[config.mk]
export PLATFORM = sky130hd
export DESIGN_NAME = isp_entry_seq
export DESIGN_NICKNAME = d
export VERILOG_FILES = /design/src/rtl/isp_entry_pkg.sv /design/src/rtl/isp_wait_timer.sv /design/src/rtl/isp_spi_byte.sv /design/src/rtl/isp_entry_seq.sv
export SDC_FILE = /design/constraint.sdc
export NUM_CORES = 1
export LEC_CHECK = 0
export BUFFER_PORTS_ARGS = -buffer_cell sky130_fd_sc_hd__buf_2
export CAP_MARGIN = 25
export CORE_AREA = 2 2 99 101
export CTS_BUF_LIST = sky130_fd_sc_hd__clkbuf_4
export DETAILED_ROUTE_END_ITERATION = 16
export DIE_AREA = 0 0 101 103
export HOLD_SLACK_MARGIN = 0.1
export PLACE_DENSITY = 0.53
export SKIP_LAST_GASP = 1
export SLEW_MARGIN = 25
export SYNTH_ARGS = -nofsm -noshare
export SYNTH_HDL_FRONTEND = slang
export SYNTH_HIERARCHICAL = 1
export SYNTH_SLANG_ARGS = --single-unit
[constraint.sdc]
create_clock -name clk -period 8.4 [get_ports clk]
set_clock_uncertainty 0.05 [all_clocks]
set_input_delay 1.26 -clock clk [delete_from_list [all_inputs] [get_ports clk]]
set_output_delay 1.26 -clock clk [all_outputs]
set_load 0.05 [all_outputs]
[src/rtl/isp_entry_pkg.sv]
package isp_entry_pkg;

   localparam int BYTE_W    = 8;
   localparam int CMD_BYTES = 4;
   localparam int IDX_W     = $clog2(CMD_BYTES);
   localparam int CHECK_IDX = 2;

   typedef logic [BYTE_W-1:0] byte_t;

   typedef enum logic [2:0] {
      SEQ_IDLE,
      SEQ_SETTLE,
      SEQ_XFER,
      SEQ_PULSE,
      SEQ_LINKED
   } seq_state_e;

endpackage

[src/rtl/isp_wait_timer.sv]
module isp_wait_timer #(
   parameter int MAX_CYC = 1000
) (
   input  logic                       clk,
   input  logic                       rst_n,
   input  logic                       load,
   input  logic [$clog2(MAX_CYC+1)-1:0] len,
   output logic                       expired
);
   localparam int CW = $clog2(MAX_CYC+1);

   logic [CW-1:0] cnt;
   logic          run;

   assign expired = run && (cnt == '0);

   always_ff @(posedge clk or negedge rst_n) begin
      if (!rst_n) begin
         cnt <= '0;
         run <= 1'b0;
      end else if (load) begin
         cnt <= len - 1'b1;
         run <= 1'b1;
      end else if (expired) begin
         run <= 1'b0;
      end else if (run) begin
         cnt <= cnt - 1'b1;
      end
   end
endmodule

[src/rtl/isp_spi_byte.sv]
module isp_spi_byte #(
   parameter int SCK_HALF = 4
) (
   input  logic                       clk,
   input  logic                       rst_n,
   input  logic                       go,
   input  isp_entry_pkg::byte_t       tx,
   input  logic                       miso,
   output logic                       sck,
   output logic                       mosi,
   output logic                       done,
   output isp_entry_pkg::byte_t       rx
);
   import isp_entry_pkg::*;

   localparam int BW = $clog2(BYTE_W);

   typedef enum logic [1:0] {PH_IDLE, PH_LOW, PH_HIGH} phase_e;

   phase_e        ph;
   byte_t         sh;
   logic [BW-1:0] bits;
   logic          tick;

   generate
      if (SCK_HALF == 1) begin : g_nodiv
         assign tick = (ph != PH_IDLE);
      end else begin : g_div
         localparam int DW = $clog2(SCK_HALF);
         logic [DW-1:0] dcnt;
         assign tick = (ph != PH_IDLE) && (dcnt == DW'(SCK_HALF-1));
         always_ff @(posedge clk or negedge rst_n) begin
            if (!rst_n)                           dcnt <= '0;
            else if (go || tick || ph == PH_IDLE) dcnt <= '0;
            else                                  dcnt <= dcnt + 1'b1;
         end
      end
   endgenerate

   assign mosi = sh[BYTE_W-1];

   always_ff @(posedge clk or negedge rst_n) begin
      if (!rst_n) begin
         ph   <= PH_IDLE;
         sh   <= '0;
         bits <= '0;
         sck  <= 1'b0;
         done <= 1'b0;
         rx   <= '0;
      end else begin
         done <= 1'b0;
         if (go) begin
            sh   <= tx;
            bits <= '0;
            sck  <= 1'b0;
            ph   <= PH_LOW;
         end else begin
            case (ph)
               PH_LOW: if (tick) begin
                  sck <= 1'b1;
                  rx  <= {rx[BYTE_W-2:0], miso};
                  ph  <= PH_HIGH;
               end
               PH_HIGH: if (tick) begin
                  sck <= 1'b0;
                  if (bits == BW'(BYTE_W-1)) begin
                     ph   <= PH_IDLE;
                     done <= 1'b1;
                  end else begin
                     bits <= bits + 1'b1;
                     sh   <= {sh[BYTE_W-2:0], 1'b0};
                     ph   <= PH_LOW;
                  end
               end
               default: ;
            endcase
         end
      end
   end
endmodule

[src/rtl/isp_entry_seq.sv]
module isp_entry_seq #(
   parameter int                   SCK_HALF   = 4,
   parameter int                   SETTLE_CYC = 1000000,
   parameter int                   PULSE_CYC  = 100,
   parameter int                   MAX_TRIES  = 32,
   parameter isp_entry_pkg::byte_t LEAD_BYTE  = 8'hAC,
   parameter isp_entry_pkg::byte_t SYNC_BYTE  = 8'h53,
   parameter isp_entry_pkg::byte_t FILL_BYTE  = 8'h00
) (
   input  logic clk,
   input  logic rst_n,
   input  logic start,
   input  logic miso,
   output logic tgt_rst_n,
   output logic sck,
   output logic mosi,
   output logic miso_pu_en,
   output logic done,
   output logic ready,
   output logic failed
);
   import isp_entry_pkg::*;

   localparam int TMAX = (SETTLE_CYC > PULSE_CYC) ? SETTLE_CYC : PULSE_CYC;
   localparam int TW   = $clog2(TMAX+1);
   localparam int TRW  = $clog2(MAX_TRIES+1);

   generate
      if (SCK_HALF < 1)   begin : g_bad_half   $error("SCK_HALF must be at least 1");   end
      if (SETTLE_CYC < 1) begin : g_bad_settle $error("SETTLE_CYC must be at least 1"); end
      if (PULSE_CYC < 1)  begin : g_bad_pulse  $error("PULSE_CYC must be at least 1");  end
      if (MAX_TRIES < 1)  begin : g_bad_tries  $error("MAX_TRIES must be at least 1");  end
   endgenerate

   function automatic byte_t seq_byte(input logic [IDX_W-1:0] i);
      case (i)
         IDX_W'(0): return LEAD_BYTE;
         IDX_W'(1): return SYNC_BYTE;
         default:   return FILL_BYTE;
      endcase
   endfunction

   seq_state_e       state;
   logic [IDX_W-1:0] idx, nxt_idx;
   logic [TRW-1:0]   tries;
   logic             sync_ok;
   logic             t_load, t_exp, go, x_done;
   logic [TW-1:0]    t_len;
   byte_t            rx_byte;
   logic             last_idx, last_try;

   assign last_idx = (idx == IDX_W'(CMD_BYTES-1));
   assign last_try = (tries == TRW'(MAX_TRIES-1));

   always_comb begin
      t_load  = 1'b0;
      t_len   = TW'(SETTLE_CYC);
      go      = 1'b0;
      nxt_idx = idx;
      case (state)
         SEQ_IDLE:   if (start) t_load = 1'b1;
         SEQ_LINKED: if (start) begin
            t_load = 1'b1;
            t_len  = TW'(PULSE_CYC);
         end
         SEQ_SETTLE: if (t_exp) begin
            go      = 1'b1;
            nxt_idx = '0;
         end
         SEQ_XFER: if (x_done) begin
            if (!last_idx) begin
               go      = 1'b1;
               nxt_idx = idx + 1'b1;
            end else if (!sync_ok && !last_try) begin
               t_load = 1'b1;
               t_len  = TW'(PULSE_CYC);
            end
         end
         SEQ_PULSE: if (t_exp) t_load = 1'b1;
         default: ;
      endcase
   end

   always_ff @(posedge clk or negedge rst_n) begin
      if (!rst_n) begin
         state   <= SEQ_IDLE;
         idx     <= '0;
         tries   <= '0;
         sync_ok <= 1'b0;
         ready   <= 1'b0;
         failed  <= 1'b0;
         done    <= 1'b0;
      end else begin
         done <= 1'b0;
         if (go) idx <= nxt_idx;
         case (state)
            SEQ_IDLE, SEQ_LINKED: if (start) begin
               state  <= (state == SEQ_IDLE) ? SEQ_SETTLE : SEQ_PULSE;
               tries  <= '0;
               ready  <= 1'b0;
               failed <= 1'b0;
            end
            SEQ_SETTLE: if (t_exp) begin
               state   <= SEQ_XFER;
               sync_ok <= 1'b0;
            end
            SEQ_XFER: if (x_done) begin
               if (idx == IDX_W'(CHECK_IDX)) sync_ok <= (rx_byte == SYNC_BYTE);
               if (last_idx) begin
                  if (sync_ok) begin
                     state <= SEQ_LINKED;
                     ready <= 1'b1;
                     done  <= 1'b1;
                  end else if (last_try) begin
                     state  <= SEQ_IDLE;
                     failed <= 1'b1;
                     done   <= 1'b1;
                  end else begin
                     state <= SEQ_PULSE;
                     tries <= tries + 1'b1;
                  end
               end
            end
            SEQ_PULSE: if (t_exp) state <= SEQ_SETTLE;
            default: state <= SEQ_IDLE;
         endcase
      end
   end

   assign tgt_rst_n  = !(state == SEQ_SETTLE || state == SEQ_XFER || state == SEQ_LINKED);
   assign miso_pu_en = (state == SEQ_SETTLE || state == SEQ_XFER);

   isp_wait_timer #(.MAX_CYC(TMAX)) u_timer (
      .clk     (clk),
      .rst_n   (rst_n),
      .load    (t_load),
      .len     (t_len),
      .expired (t_exp)
   );

   isp_spi_byte #(.SCK_HALF(SCK_HALF)) u_shift (
      .clk  (clk),
      .rst_n(rst_n),
      .go   (go),
      .tx   (seq_byte(nxt_idx)),
      .miso (miso),
      .sck  (sck),
      .mosi (mosi),
      .done (x_done),
      .rx   (rx_byte)
   );
endmodule

# ---- Yosys cells after proc, flatten, opt, wreduce, memory -nomap -nowiden
# Cells that the tools add are included.
dict set report word_totals {
  reg_bits 61
  latch_bits 0
  ramBits 0
  romBits 0
  inputBits 4
  output_inout_bits 7
  elab_cells 161
  memories 0
}
dict set report classes {
  n_addsub 6
  mul 0
  div 0
  magnitude_cmp 0
  n_eq_ne 27
  shift 0
  n_mux 79
  bitwise_logic 1
  n_reduce_logical 32
}
# op count
set op_table {}
lappend op_table {{$mux 20} 7}
lappend op_table {{$pmux 20 s2} 1}
lappend op_table {{$sub 20x1->20 const B} 2}
lappend op_table {{$mux 1} 32}
lappend op_table {{$mux 8} 4}
lappend op_table {{$mux 3} 10}
lappend op_table {{$mux 6} 5}
lappend op_table {{$logic_not 20->1} 1}
lappend op_table {{$mux 2} 9}
lappend op_table {{$ne 2x2->1 const B} 9}
lappend op_table {{$pmux 8 s2} 1}
lappend op_table {{$reduce_bool 2->1} 7}
lappend op_table {{$pmux 3 s4} 1}
lappend op_table {{$pmux 6 s2} 1}
lappend op_table {{$reduce_and 6->1} 2}
lappend op_table {{$pmux 1 s2} 5}
lappend op_table {{$reduce_and 5->1} 2}
lappend op_table {{$reduce_and 3->1} 3}
lappend op_table {{$eq 2x2->1 const B} 4}
lappend op_table {{$eq 8x7->1 const B} 1}
lappend op_table {{$pmux 2 s2} 2}
lappend op_table {{$add 6x1->6 const B} 1}
lappend op_table {{$eq 3x2->1 const B} 2}
lappend op_table {{$eq 3x3->1 const B} 2}
lappend op_table {{18 further kinds} 31}

# ---- Longest topological paths before layout
dict set report logic_depth {
  depth_word 9
  mapped_depth 17
  ltp_nobuf 12
}

# ---- Modules after synthesis
# The synthesis kept the hierarchy.
# mod n_inst cells_per_inst area_per_inst_um2 seq_area_each_um2
set modules_own_cells {}
lappend modules_own_cells {isp_wait_timer 1 203 1784.2 525.5}
lappend modules_own_cells {isp_spi_byte 1 73 1089.8 600.6}
lappend modules_own_cells {isp_entry_seq 1 107 964.7 375.4}

# ---- Worst setup path before layout
# OpenSTA, ideal clock, no wires.
dict set report synth_path {
  kind {flip-flop to flip-flop}
  from {register u_timer.cnt[11]}
  to {register u_timer.cnt[12]}
  setup_ns 0.087
  arrival_time_ns 5.101
  t_required_ns 8.263
  path_slack_ns 3.163
  stages_incl_launch_ff 18
  path_buffers 5
  period_less_slack_ns 5.237
  path_cell_list {dfrtp_1 -> nor4_1 -> nand4_1 -> nor3_1 -> nand2_1 -> o21ai_0 -> buf_4 -> buf_4 -> buf_2 -> clkbuf_1 -> buf_1 -> mux2i_1 -> ha_1 -> nor4bb_1 -> o22ai_1 -> or3_1 -> or4_1 -> o211ai_1}
}
dict set report synth_via {
  elab_chain_cells 6
  elab_cells_between_ends 11
  cone_classes {add/sub (1); eq/ne (1); mux (5); reduce/logical (4)}
}
# item line
set synth_lines {}
lappend synth_lines {{from (decl)} isp_wait_timer.sv:12} ;# logic [CW-1:0] cnt;
lappend synth_lines {{from (signal assigned)} isp_wait_timer.sv:22} ;# cnt <= len - 1'b1;
lappend synth_lines {{from (signal assigned)} isp_wait_timer.sv:27} ;# cnt <= cnt - 1'b1;
lappend synth_lines {{$logic_not 20->1 *} isp_wait_timer.sv:15} ;# assign expired = run && (cnt == '0);
lappend synth_lines {{$logic_and 1x1->1 *} isp_wait_timer.sv:15}
lappend synth_lines {{via t_exp} isp_entry_seq.sv:47} ;# logic t_load, t_exp, go, x_done;
lappend synth_lines {{$mux 1 *} isp_entry_seq.sv:79} ;# SEQ_PULSE: if (t_exp) t_load = 1'b1;
lappend synth_lines {{$pmux 1 s3 *} isp_entry_seq.sv:60} ;# case (state)
lappend synth_lines {{via t_load} isp_entry_seq.sv:47}
lappend synth_lines {{$ne 2x2->1 (no line) / $reduce_bool 2->1 (equally long branches)} --}
lappend synth_lines {{$reduce_and 2->1 (no line)} --}
# The timed path passes the listed nets; every way through them passes the cells marked *. The select of a mux whose other input is x is not followed.
# A chain may end at the register's enable or synchronous reset.

# ---- Worst setup path after layout
# Ends and elaborated chain as after synthesis.

==> impl_results.md <==
* Post-synthesis mux area share at 10.5%
* Die Area at about 10000 sq um
* CTS Buf Count at 9
* Largest family of logic cells by synthesized area: simple AND/OR/NAND/NOR gates
* R2R Setup Slk at about 3300 ps
* Post-route DRC at 0
* PD cells at about 160 nW/um^2
* Gr usage total at between 10% and 20%
* Clock-pin slew on the worst setup and hold paths at around 110 ps
* Synth Area in Adders at between 1.5 and 2%
* Routed WL at 8020 um
* CP max-delay cell: nor4_1
* Starting Density at 40.6%
* Antenna Violating Nets Remaining at 0
* WP data arrival at ~5400 ps
* Synth Register Bits at 60
* Post-Syn Instances at ~380
* Largest net degree at the start of global routing at just over 60
* FFs w/ async S/R, synth at 100%
* Via count at between 2000 and 3000
* Xor/xnor cell area share of the yosys netlist at under 10%
* Layout cells sized above 1 at 16.7%
* Netlist cell types at 72
* Hold path cells at 1
* DR pass1 iterations at 4
* Crit path launch type: register
* Post-layout power at 0.670 mW
* Most frequent cells in the layout: dfrtp_1, conb_1, nor2_1, mux2_2
* Crit path max-delay family: simple AND/OR/NAND/NOR gates
* Max_cap viols at 0
* P_leak at approximately 1.8 nW
* FMAX at 0.196 GHz
* RSZ-0062 raised after global routing: no
* Vias per cell at 5.34
* Mapped cell area at 3840 sq um
* Final Slew Violations at 0
* Maximum root-to-sink buffer count at 2
* Clk_lat worst skew at around 410 ps
* IO Port Bufs at 10
* Final hold vios at 0
* Slew margin rel. at a little under half
* Detailed Place HPWL at approximately 5500 um
* CORE AREA at 9460 sq um
* Synth Area in Compound Gates at ~16%
* Commonest register cell after synthesis: dfrtp_1
* Most common cell after layout, fill and taps aside: dfrtp_1
* Vias in the first global route at between 2000 and 3000
* WS Path Type: reg2reg
* Root buf cell: clkbuf_4
* VDD IR max at between 0.1 and 0.15 mV
* Outcome: finished, final reports clean
* WP buf/inv at 1
* Simple-gate area share of the yosys netlist at 22.6%
* Final period utilization at 60.7%
* TritonCTS clock tree: built
* Yosys Warn Count at 6
* First-pass GRT wire length at ~14000 um
* Critical Path Max Stage Delay at 610 ps
* Placer Congestion at around 0.77
* FF-to-FF End: u_timer/cnt[12]$_DFFE_PN0P_
* Routed WL per cell at approximately 15 um
* CP Max Fanout at 54
* # resized after CTS at 0
* Instance count on the critical path at 13
* Avg Inst Size Synth at between 10 and 15 sq um
* Die width at just over 100 um
* Hold endpoint: u_shift/g_div.dcnt[0]$_DFF_PN0_
* Tightest Hold Check Type: reg2reg
* Part of the Yosys area used for sequential elements at about two fifths
* Tmin final at roughly 5100 ps
* Post-CTS setup buffers at 0
* Worst r2r src: u_timer/cnt[11]$_DFFE_PN0P_
* # setup viols final at 0
* CP endpoint kind: register
* Worst Tran Pin Value at a little under 800 ps
* Inserted Diodes at 0
* Io pins at 11
* Cell Count, Final, Fillers Out at about 550
* Chip Height at just over 100 um
* Clock sink total at 60
* Initial antenna violation count at 0
* Nets at 436
* Setup TNS at 0 ps
* Post-synth EDFFs at 0
* Placed cells at ~530
* CTS hold repair buffers at 0
* GRT overflow at 0
* Worst Setup SP: u_timer/cnt[11]$_DFFE_PN0P_
* Synth-to-Final Area Change at 10.4%
* Reg2Reg Depth at 13
* Hold Startpoint: u_shift/g_div.dcnt[0]$_DFF_PN0_
* Cell Chain, Critical Path: nor4_1 -> nand4_1 -> nor3_1 -> nand2_1 -> o21ai_4 -> buf_4 -> mux2i_1 -> ha_1 -> nor4bb_1 -> o22ai_1 -> or3_1 -> or4_1 -> o211ai_1
* 1st-iter DRT viols at 145
* Row count at 36
* CP required at ~8700 ps
* # H-tree levels at 3
stage by stage:
step | hold slack [ps] | cell area (sq um) | worst slack [ps] | util, %
finish | 414 | 4240 | 3300 | 44.8
global route | 428 | 4240 | 2810 | 44.8
CTS | 425 | 4230 | 3320 | 44.7
detailed placement | 402 | 4090 | 3380 | 43.2
global placement | 383 | 4090 | 3610 | 43.2
floorplan | 366 | 3990 | 3160 | -
worst reg2reg max path, stage by stage (launching register included):
cell	delay [ps]
dfrtp_1	430
nor4_1	610
nand4_1	480
nor3_1	550
nand2_1	160
o21ai_4	130
buf_4	450
mux2i_1	340
ha_1	300
nor4bb_1	380
o22ai_1	180
or3_1	450
or4_1	410
o211ai_1	100
cell type report:
cell class,instances,area [sq um]
inverters,11,41.3
multi-input cells,331,2330
flip-flops and latches,60,1500
clock inverters,7,75.1
repair buffers,14,80.1
clock buffers,9,67.6
fillers,935,5220
well taps,114,143
cells by family (layout without fill, tap and decap cells):
kind of cell / after synthesis / count (layout)
AOI/OAI and AO/OA: 79 / 79
other: 2 / 41
buffers and inverters: 31 / 41
adders and majority gates: 5 / 5
and+or+nand+nor: 143 / 143
xor gates and xnor gates: 27 / 27
muxes: 36 / 36
DFF: 60 / 60
layer usage:
metal,track usage (%),share of wire [%],up-vias
li1,-,-,1490
met1,23.3,52,1393
met2,26.0,45,27
met3,4.27,2.5,8
met4,4.26,0.97,0
met5,0,0,-
sequential cells by signal, indices dropped and copies added (netlist names):
register            count
ready                   1
u_timer/run             1
u_shift/bits            3
idx                     2
u_shift/g_div.dcnt      2
done                    1
u_shift/ph              2
sync_ok                 1
failed                  1
u_timer/cnt            20
tries                   6
state                   3
u_shift/sh              8
u_shift/rx              8
u_shift/done            1
report_power, final:
part | switching [mW] | leakage [nW] | internal, mW
clock network | 0.122 | 0.0802 | 0.0922
logic | 0.0621 | 0.935 | 0.0478
registers | 0.0329 | 0.774 | 0.313
worst max-delay path by stage:
stage                             endpoint  slack (ps)
6_report       u_timer/cnt[12]$_DFFE_PN0P_        3300
5_1_grt        u_timer/cnt[12]$_DFFE_PN0P_        2810
3_3_place_gp   u_timer/cnt[12]$_DFFE_PN0P_        3610
3_5_place_dp   u_timer/cnt[12]$_DFFE_PN0P_        3380
4_1_cts        u_timer/cnt[12]$_DFFE_PN0P_        3320
2_1_floorplan  u_timer/cnt[12]$_DFFE_PN0P_        3160
cell usage after synthesis (9+ instances only):
cell       n  share of area [%]
xnor2_1   14                3.2
xor2_1    13                3.0
nand3_1    9                1.2
o211ai_1  21                4.1
nand2_1   21                2.1
nor2_1    23                2.2
inv_1     11                1.1
mux2i_1    9                2.3
nor4_1    10                1.6
o21ai_0    9                1.2
a21oi_1    9                1.2
nor3_1    14                1.8
dfrtp_1   60                 39
mux2_2    23                6.7
Note: power is estimated with default switching activity, not from simulation.
